==> config.mk <==
export PLATFORM = sky130hd
export DESIGN_NAME = lane_deskew_demux
export DESIGN_NICKNAME = d
export VERILOG_FILES = /design/src/rtl/lane_deskew_demux.sv
export SDC_FILE = /design/constraint.sdc
export NUM_CORES = 1
export LEC_CHECK = 0
export BUFFER_PORTS_ARGS = -buffer_cell sky130_fd_sc_hd__buf_2
export CAP_MARGIN = 30
export CORE_MARGIN = 2
export CORE_UTILIZATION = 35
export CTS_CLUSTER_DIAMETER = 80
export CTS_CLUSTER_SIZE = 28
export DETAILED_ROUTE_END_ITERATION = 10
export SLEW_MARGIN = 20
export SYNTH_ARGS = -nofsm -noshare
export SYNTH_HDL_FRONTEND = slang
export SYNTH_SLANG_ARGS = --single-unit
==> constraint.sdc <==
create_clock -name clk -period 19.7 [get_ports clk]
set_input_delay 1.97 -clock clk [delete_from_list [all_inputs] [get_ports clk]]
set_output_delay 1.97 -clock clk [all_outputs]
set_load 0.01 [all_outputs]
==> src/rtl/lane_deskew_demux.sv <==
module lane_deskew_demux #(
  parameter int FRAME = 16,
  parameter int SKEW  = 4
)(
  input  logic        clk,
  input  logic        rst_n,
  input  logic [7:0]  in_byte,
  input  logic        in_vld,
  input  logic [1:0]  ratio,
  input  logic [7:0]  mark_char,
  output logic [31:0] lane_byte,
  output logic [3:0]  lane_vld,
  output logic        aligned,
  output logic        lost
);
  localparam int LANES = 4;
  localparam int OW = $clog2(SKEW + 1);
  localparam int FW = $clog2(FRAME);
  localparam int MISS_LIMIT = 4;
  localparam logic [FW-1:0] FR_AFTER_LOCK = FW'((SKEW + 1) % FRAME);

  logic [2:0] nl, rsum, esum;
  logic [3:0] mask;
  logic [1:0] slot, mid, mrot, exp_id;
  logic       last, hit, id_ok, srch, rd;

  assign nl    = {1'b0, ratio} + 3'd1;
  assign mask  = {ratio == 2'd3, ratio >= 2'd2, ratio >= 2'd1, 1'b1};
  assign last  = ({1'b0, slot} == nl - 3'd1);
  assign hit   = in_vld && (in_byte[7:2] == mark_char[7:2]);
  assign mid   = in_byte[1:0];
  assign id_ok = {1'b0, mid} < nl;
  assign rsum  = {1'b0, mid} + nl - {1'b0, slot};
  assign mrot  = (rsum >= nl) ? 2'(rsum - nl) : rsum[1:0];
  assign srch  = (ratio != 2'd0) && !aligned;

  logic          win, wbad, cand, opening, closing, good, same, bad_n;
  logic [OW-1:0] wcnt, mx;
  logic [3:0]    seen, seen_n;
  logic [1:0]    wrot, wref, crot, cref, arot, aref, rot_n, ref_n;
  logic [OW-1:0] off [LANES];
  logic [OW-1:0] off_n [LANES];
  logic [OW-1:0] coff [LANES];
  logic [OW-1:0] dly [LANES];
  logic [OW-1:0] dly_n [LANES];
  logic [FW-1:0] fr;
  logic [2:0]    miss;

  always_comb begin
    seen_n = seen; bad_n = wbad; rot_n = wrot; ref_n = wref; opening = 1'b0;
    for (int j = 0; j < LANES; j++) off_n[j] = off[j];
    if (srch && hit) begin
      if (!win) begin
        opening = 1'b1; seen_n = 4'b0001 << slot; bad_n = !id_ok;
        rot_n = mrot; ref_n = slot; off_n[slot] = '0;
      end else begin
        if (seen[slot] || !id_ok || mrot != wrot) bad_n = 1'b1;
        seen_n[slot] = 1'b1; off_n[slot] = wcnt;
      end
    end
  end

  assign closing = srch && win && in_vld && last && (wcnt == OW'(SKEW));
  assign good    = !bad_n && ((seen_n & mask) == mask);

  always_comb begin
    mx = '0;
    same = cand && (crot == rot_n) && (cref == ref_n);
    for (int j = 0; j < LANES; j++)
      if (3'(j) < nl) begin
        if (off_n[j] > mx) mx = off_n[j];
        if (coff[j] != off_n[j]) same = 1'b0;
      end
    for (int j = 0; j < LANES; j++)
      dly_n[j] = (3'(j) < nl) ? mx - off_n[j] : '0;
  end

  assign esum   = {1'b0, aref} + {1'b0, arot};
  assign exp_id = (esum >= nl) ? 2'(esum - nl) : esum[1:0];

  always_ff @(posedge clk or negedge rst_n) begin
    if (!rst_n) begin
      slot <= '0; rd <= 1'b0; win <= 1'b0; wbad <= 1'b0; wcnt <= '0; seen <= '0;
      wrot <= '0; wref <= '0; cand <= 1'b0; crot <= '0; cref <= '0;
      aligned <= 1'b0; lost <= 1'b0; arot <= '0; aref <= '0; fr <= '0; miss <= '0;
      for (int j = 0; j < LANES; j++) begin
        off[j] <= '0; coff[j] <= '0; dly[j] <= '0;
      end
    end else begin
      rd <= in_vld && last;
      if (in_vld) slot <= last ? 2'd0 : slot + 2'd1;
      if (srch && in_vld) begin
        seen <= seen_n; wbad <= bad_n; wrot <= rot_n; wref <= ref_n;
        for (int j = 0; j < LANES; j++) off[j] <= off_n[j];
        if (opening) begin
          win <= 1'b1;
          wcnt <= last ? OW'(1) : '0;
        end else if (win && last) begin
          if (closing) begin
            win <= 1'b0;
            if (good && same) begin
              aligned <= 1'b1; lost <= 1'b0; arot <= rot_n; aref <= ref_n;
              fr <= FR_AFTER_LOCK; miss <= '0; cand <= 1'b0;
              for (int j = 0; j < LANES; j++) dly[j] <= dly_n[j];
            end else if (good) begin
              cand <= 1'b1; crot <= rot_n; cref <= ref_n;
              for (int j = 0; j < LANES; j++) coff[j] <= off_n[j];
            end else begin
              cand <= 1'b0;
            end
          end else begin
            wcnt <= wcnt + OW'(1);
          end
        end
      end
      if (aligned && in_vld) begin
        if (last) fr <= (fr == FW'(FRAME - 1)) ? '0 : fr + FW'(1);
        if (slot == aref && fr == '0) begin
          if (hit && mid == exp_id) miss <= '0;
          else if (miss == 3'(MISS_LIMIT - 1)) begin
            aligned <= 1'b0; lost <= 1'b1; miss <= '0;
          end else miss <= miss + 3'd1;
        end
      end
    end
  end

  logic [7:0] sh [LANES][SKEW+1];
  always_ff @(posedge clk) begin
    for (int j = 0; j < LANES; j++)
      if (in_vld && slot == 2'(j)) begin
        sh[j][0] <= in_byte;
        for (int k = 1; k <= SKEW; k++) sh[j][k] <= sh[j][k-1];
      end
  end

  logic [2:0] tsum [LANES];
  logic [1:0] src [LANES];
  logic [7:0] dl [LANES];
  always_comb begin
    for (int l = 0; l < LANES; l++) begin
      tsum[l] = 3'(l) + nl - {1'b0, arot};
      src[l]  = (tsum[l] >= nl) ? 2'(tsum[l] - nl) : tsum[l][1:0];
      dl[l]   = sh[src[l]][dly[src[l]]];
    end
  end

  always_ff @(posedge clk or negedge rst_n) begin
    if (!rst_n) begin
      lane_byte <= '0; lane_vld <= '0;
    end else if (ratio == 2'd0) begin
      lane_byte <= {24'd0, in_byte};
      lane_vld  <= {3'b000, in_vld};
    end else begin
      for (int l = 0; l < LANES; l++) begin
        lane_byte[8*l +: 8] <= mask[l] ? dl[l] : 8'd0;
        lane_vld[l] <= rd && aligned && mask[l] && (dl[l][7:2] != mark_char[7:2]);
      end
    end
  end

  AST_SLOT_RANGE: assert property (@(posedge clk) disable iff (!rst_n)
    {1'b0, slot} < nl);
  AST_VALID_AFTER_LOCK: assert property (@(posedge clk) disable iff (!rst_n)
    (ratio != 2'd0 && lane_vld != 4'd0) |-> $past(aligned));
  AST_LANES_TOGETHER: assert property (@(posedge clk) disable iff (!rst_n)
    (ratio != 2'd0 && lane_vld != 4'd0) |-> lane_vld == mask);
  AST_LOCK_LOSS_EXCL: assert property (@(posedge clk) disable iff (!rst_n)
    !(aligned && lost));
  AST_LOSS_FROM_LOCK: assert property (@(posedge clk) disable iff (!rst_n)
    $rose(lost) |-> $past(aligned));
  AST_PASSTHRU_NO_LOCK: assert property (@(posedge clk) disable iff (!rst_n)
    (ratio == 2'd0) |-> !aligned);
endmodule

Word-level counts from Yosys, hierarchy flattened
Memory sizes are Yosys's and may differ from the RTL's.
Index checks and enable logic that the tools add are counted.
{ "word_totals": {"ramBits": 160, "word_cells": 314, "n_memories": 1, "output_inout_bits": 38, "register_bits": 106, "input_bits": 21} }
{ "classes": {"add_sub_neg": 26, "shift": 1, "muxes": 137, "reduce_logical": 50, "n_eq_ne": 24, "n_lt_le_gt_ge": 29, "bitwise": 15} }
{ "memory_table": {"columns": ["name", "depth", "word_bits", "read_ports", "rd_ports_with_merged_regs", "write_ports", "line", "text"], "rows": [
  ["sh", 4, 40, 8, 0, 1, "128", "logic [7:0] sh [LANES][SKEW+1];"]
]} }
{ "op_table": {"columns": ["cell", "count"], "rows": [
  ["40-bit two-way mux", 3],
  ["40-bit OR reduction", 3],
  ["3-bit two-way mux", 33],
  ["8-bit binary-select mux with 3-bit select", 4],
  ["8-bit two-way mux", 11],
  ["1-bit two-way mux", 50],
  ["4-bit two-way mux", 11],
  ["32-bit two-way mux", 1],
  ["1-bit logical AND", 31],
  ["2-bit two-way mux", 14],
  ["3-bit binary-select mux with 2-bit select", 4],
  ["12-bit two-way mux", 2],
  ["6-bit inequality test", 4],
  ["3-bit >= comparator", 6],
  ["4-bit >= comparator (second input constant)", 4],
  ["3-bit inverter with 4-bit output", 4],
  ["3-bit >= comparator (second input constant)", 5],
  ["2-bit inverter with 3-bit output", 5],
  ["3-bit by 2-bit subtractor with 3-bit output", 5],
  ["12-bit bitwise AND", 1],
  ["12-bit bitwise mux", 1],
  ["3-bit inequality test", 4],
  ["12-bit inverter", 1],
  ["2-bit subtractor", 6],
  ["46 further kinds", 69]
]} }

Logic depth before layout (Yosys ltp)
{ "logic_depth": {"ltp_word": 28, "depth_mapped": 35, "ltp_nobuf": 34} }

Worst setup path after synthesis
OpenSTA, ideal clock, no wires.
{ "synth_path": {"path_kind": "input to register", "startpoint": "in ratio[0]", "endpoint": "reg dly[8] (netlist name)", "arrival_time_ns": 8.526, "setup_slack_ns": 11.049, "required_time_ns": 19.575, "path_stages": 31, "setup_ns": 0.125, "path_cell_list": "buf_2 > inv_1 > ha_1 > nor2_1 > nand4_1 > mux2_2 > ha_1 > nor2b_1 > o21ai_0 > a21oi_1 > and2_1 > nor2b_1 > or2_2 > ha_1 > nor2b_1 > o21a_1 > o21ai_0 > a31oi_1 > mux2_2 > ha_1 > a21o_1 > a21oi_1 > a311oi_1 > nand2_1 > o21ai_0 > inv_1 > fa_1 > xnor2_1 > xnor2_1 > nor2_1 > mux2_4"} }
{ "synth_rtl": {"columns": ["item", "line", "text"], "rows": [
  ["from (decl)", "9", "input logic [1:0] ratio,"],
  ["to (signal, indexed assignment)", "87", "off[j] <= '0; coff[j] <= '0; dly[j] <= '0;"],
  ["to (decl)", "44", "logic [OW-1:0] dly [LANES];"]
]} }

==> results by group <==
Status
  • Status: finished, final reports clean

Logic synthesis
  • Synth warn: 0
  • Synth Area in Simple Gates: 13.8%
  • Post-synthesis compound-gate area fraction: 16.0%
  • Synth Area per Inst: 10.3 µm²
  • Number of synthesized flops with an enable pin: 160
  • Commonest register cell after synthesis: edfxtp_1
  • Mux contribution to synthesized area: 18.9%
  • Top cells by area, synth: edfxtp_1 26%, dfrtp_1 14%, mux2i_1 9.5%
  • Area of the mapped netlist: 18700 µm²
  • FF+latch count, synth: 266
  • Top-count cell post-synth: nand2_1
  • Mapped Cells: 1811
  • Register area share after synthesis: 39.9%
  • Synth unique cells: 95
  • Post-synthesis xor/xnor area fraction: 2.94%
  • Largest family of logic cells by synthesized area: multiplexers
  • Post-synthesis adder-cell area fraction: 4.17%
  • Most instantiated cells after synthesis: 202 x nand2_1, 177 x mux2i_1, 160 x edfxtp_1, 106 x dfrtp_1, 78 x nand3_1
  • Post-synth top area share: 25.7%
  • Largest area contributor in the netlist: edfxtp_1
  • Syn_nets: 1889
  • Asr flop ratio synth: 39.8%

Floorplanning
  • IO Pins: 59
  • CORE AREA: 52700 µm²
  • Die ar.: 55300 µm²
  • Core Rows: 84
  • Chip Width: 235 µm
  • Die H: 235 µm
  • Initial Utilization: 35.5%

Finish
  • Fillcell total: 5098
  • Layout area overhead: 9.62%
  • Final nets: 1891
  • Post-route cell area: 20500 µm²
  • Layout cells sized above 1: 15.9%

Power and ir drop
  • Leak Pwr: 8.21 nW
  • Max VDD drop: 0.0608 mV
  • PwrDens: 110 nW/µm²
  • Pwr Total: 2.26 mW

Place
  • Placer's final routability congestion estimate: 0.978
  • Detailed placement HPWL: 46100 µm
  • Pre-CTS setup slack: 9.29 ns
  • Placed cell areas: 19700 µm²
  • # port buffers: 56

Setup path
  • Slowest CP cell: a311oi_1
  • CP bufs+invs: 4
  • Type of origin of the critical path: input port
  • Worst-path fanout max: 29
  • Worst setup path start: ratio[0]
  • Arrival @ worst endpoint: 10.22 ns
  • Element type at the critical path end: register
  • Reg2Reg Depth: 28
  • WP depth: 32
  • CP Class: in -> reg
  • Most common cell on crit path: ha_1
  • CP required: 20.14 ns
  • Critical R2R Launch: aligned
  • CP peak stage delay: 0.78 ns
  • CP delay by family, top: compound AO/OA/AOI/OAI gates

CTS
  • Clk_lat worst skew: 0.57 ns
  • CTS clk-pin slew, worst paths: 0.09 ns
  • Hold-fix buffer count after cts: 0
  • Cts repair resizes: 0
  • H-tree levels: 1
  • Post-CTS Setup Inserts: 0
  • TritonCTS clock tree: yes
  • Clk root buf: clkbuf_16
  • Clk sinks: 266
  • CTS Buf Count: 20
  • Max Buffers Root-to-Sink: 3

STA
  • Final hold slack: 0.485 ns
  • Slew Viols, Final: 0
  • Fin. Hold Viols: 0
  • Fmax: 102 MHz
  • Worst Slack Setup Final: 9.92 ns
  • Post-route setup TNS: 0 ns
  • RSZ-0062 raised after global routing: no
  • Headroom to the max-slew limit: 27.4%
  • Worst Max-Slew Pin Slew: 1.06 ns
  • Final period utilization: 49.7%
  • Clock skew: 0.0382 ns
  • Final setup fails: 0
  • Min cycle time layout: 9.78 ns

Worst hold path
  • WHS Path Cells: 2
  • Hold Crit Class: reg -> reg
  • Hold Startpoint: cand

GRT
  • Largest net degree at the start of global routing: 71
  • GRT overflow: 0
  • Gr usage total: 23.6%
  • First-pass GRT wire length: 101000 µm
  • Vias in the first global route: 15.4k
  • Initial antenna violation count: 1

Drt
  • Drt drc: 0
  • DR pass1 iterations: 6
  • WL per Instance: 26.6 µm
  • Routed WL: 67000 µm
  • Vias post-DR: 15.9k
  • Starting DRT DRC Count: 2257
  • DR vias/cell: 6.33
  • Final ANT Viol Nets: 0

Flow run
  • Max-Cap Viols: 0
-- where the power goes --
group	switching (mW)	internal [mW]	total, mW
clock network	0.249	0.228	0.477
registers	0.0859	0.700	0.786
logic	0.631	0.364	0.995
-- worst min-delay path, stage by stage (launching register included) --
cell and delay [ns]:
dfrtp_1 0.35, nand2_1 0.05, nand2_1 0.06
-- cell type report --
type                    count  area, µm²  area share [%]
clock inverters            14        228            1.11
inverters                  71        268            1.31
flip-flops and latches    266       7460            36.4
well taps                 688        861            4.20
clock buffers              22        529            2.58
multi-input cells        1353      10500            51.3
diodes                      1       2.50          0.0122
repair buffers            101        641            3.12
-- routing by layer --
metal  wire [µm]  up-vias  global-route usage (%)
li1            -     6899                       -
met1       27500     7793                    32.7
met2       28900     1016                    35.3
met3        7390      227                    5.83
met4        3210        0                    9.34
met5           0        -                       0
-- through the flow --
stage | util [%] | instances
final | 38.9 | 2516
after global routing | 38.9 | 2515
after CTS | 38.9 | 2514
after detailed placement | 37.4 | 2478
after global placement | 37.4 | 2478
after floorplan | - | 1811
-- placed cells by master (no fill, tap or decap), types with 10 or more instances in the layout --
| cell type | count |
|---|---|
| a211o_1 | 10 |
| a211oi_1 | 63 |
| a21o_1 | 11 |
| a21oi_1 | 64 |
| a221oi_1 | 14 |
| a311oi_1 | 18 |
| a31oi_1 | 22 |
| and3_1 | 28 |
| buf_2 | 55 |
| buf_4 | 45 |
| clkbuf_16 | 21 |
| dfrtp_1 | 106 |
| edfxtp_1 | 160 |
| ha_1 | 48 |
| inv_1 | 67 |
| mux2_2 | 62 |
| mux2i_1 | 177 |
| mux4_2 | 43 |
| nand2_1 | 199 |
| nand2b_1 | 15 |
| nand3_1 | 78 |
| nand4_1 | 22 |
| nor2_1 | 68 |
| nor2b_1 | 19 |
| nor3_1 | 33 |
| nor4_1 | 13 |
| o211a_1 | 10 |
| o211ai_1 | 29 |
| o21a_1 | 10 |
| o21ai_0 | 56 |
| o31a_1 | 11 |
| or3_1 | 11 |
| xnor2_1 | 50 |
| xor2_1 | 11 |
-- state kept, by name, summed over array words and instances (netlist names), 2 cells and up --
register	count
wrot	2
coff	12
fr	4
sh	160
crot	2
seen	4
dly	12
cref	2
arot	2
aref	2
miss	3
wref	2
wcnt	3
slot	2
lane_byte	32
off	12
lane_vld	4
-- worst paths after layout --
path                                  to  slack [ns]
min in group asynchronous  lane_byte[27]        1.39
max reg2reg                       dly[8]       12.15
max                               dly[8]        9.92
min                                 cand        0.49
min reg2reg                         cand        0.49
max in group asynchronous        miss[0]       17.25
-- cells by family after synthesis --
kind of cell | Yosys count
AND/OR/NAND/NOR | 533
multiplexers | 289
adder cells (fa/ha/maj) | 57
XOR/XNOR | 62
flip-flops | 266
AO/OA/AOI/OAI | 412
buffers and inverters | 192
Power figures use the tool's default switching activity.
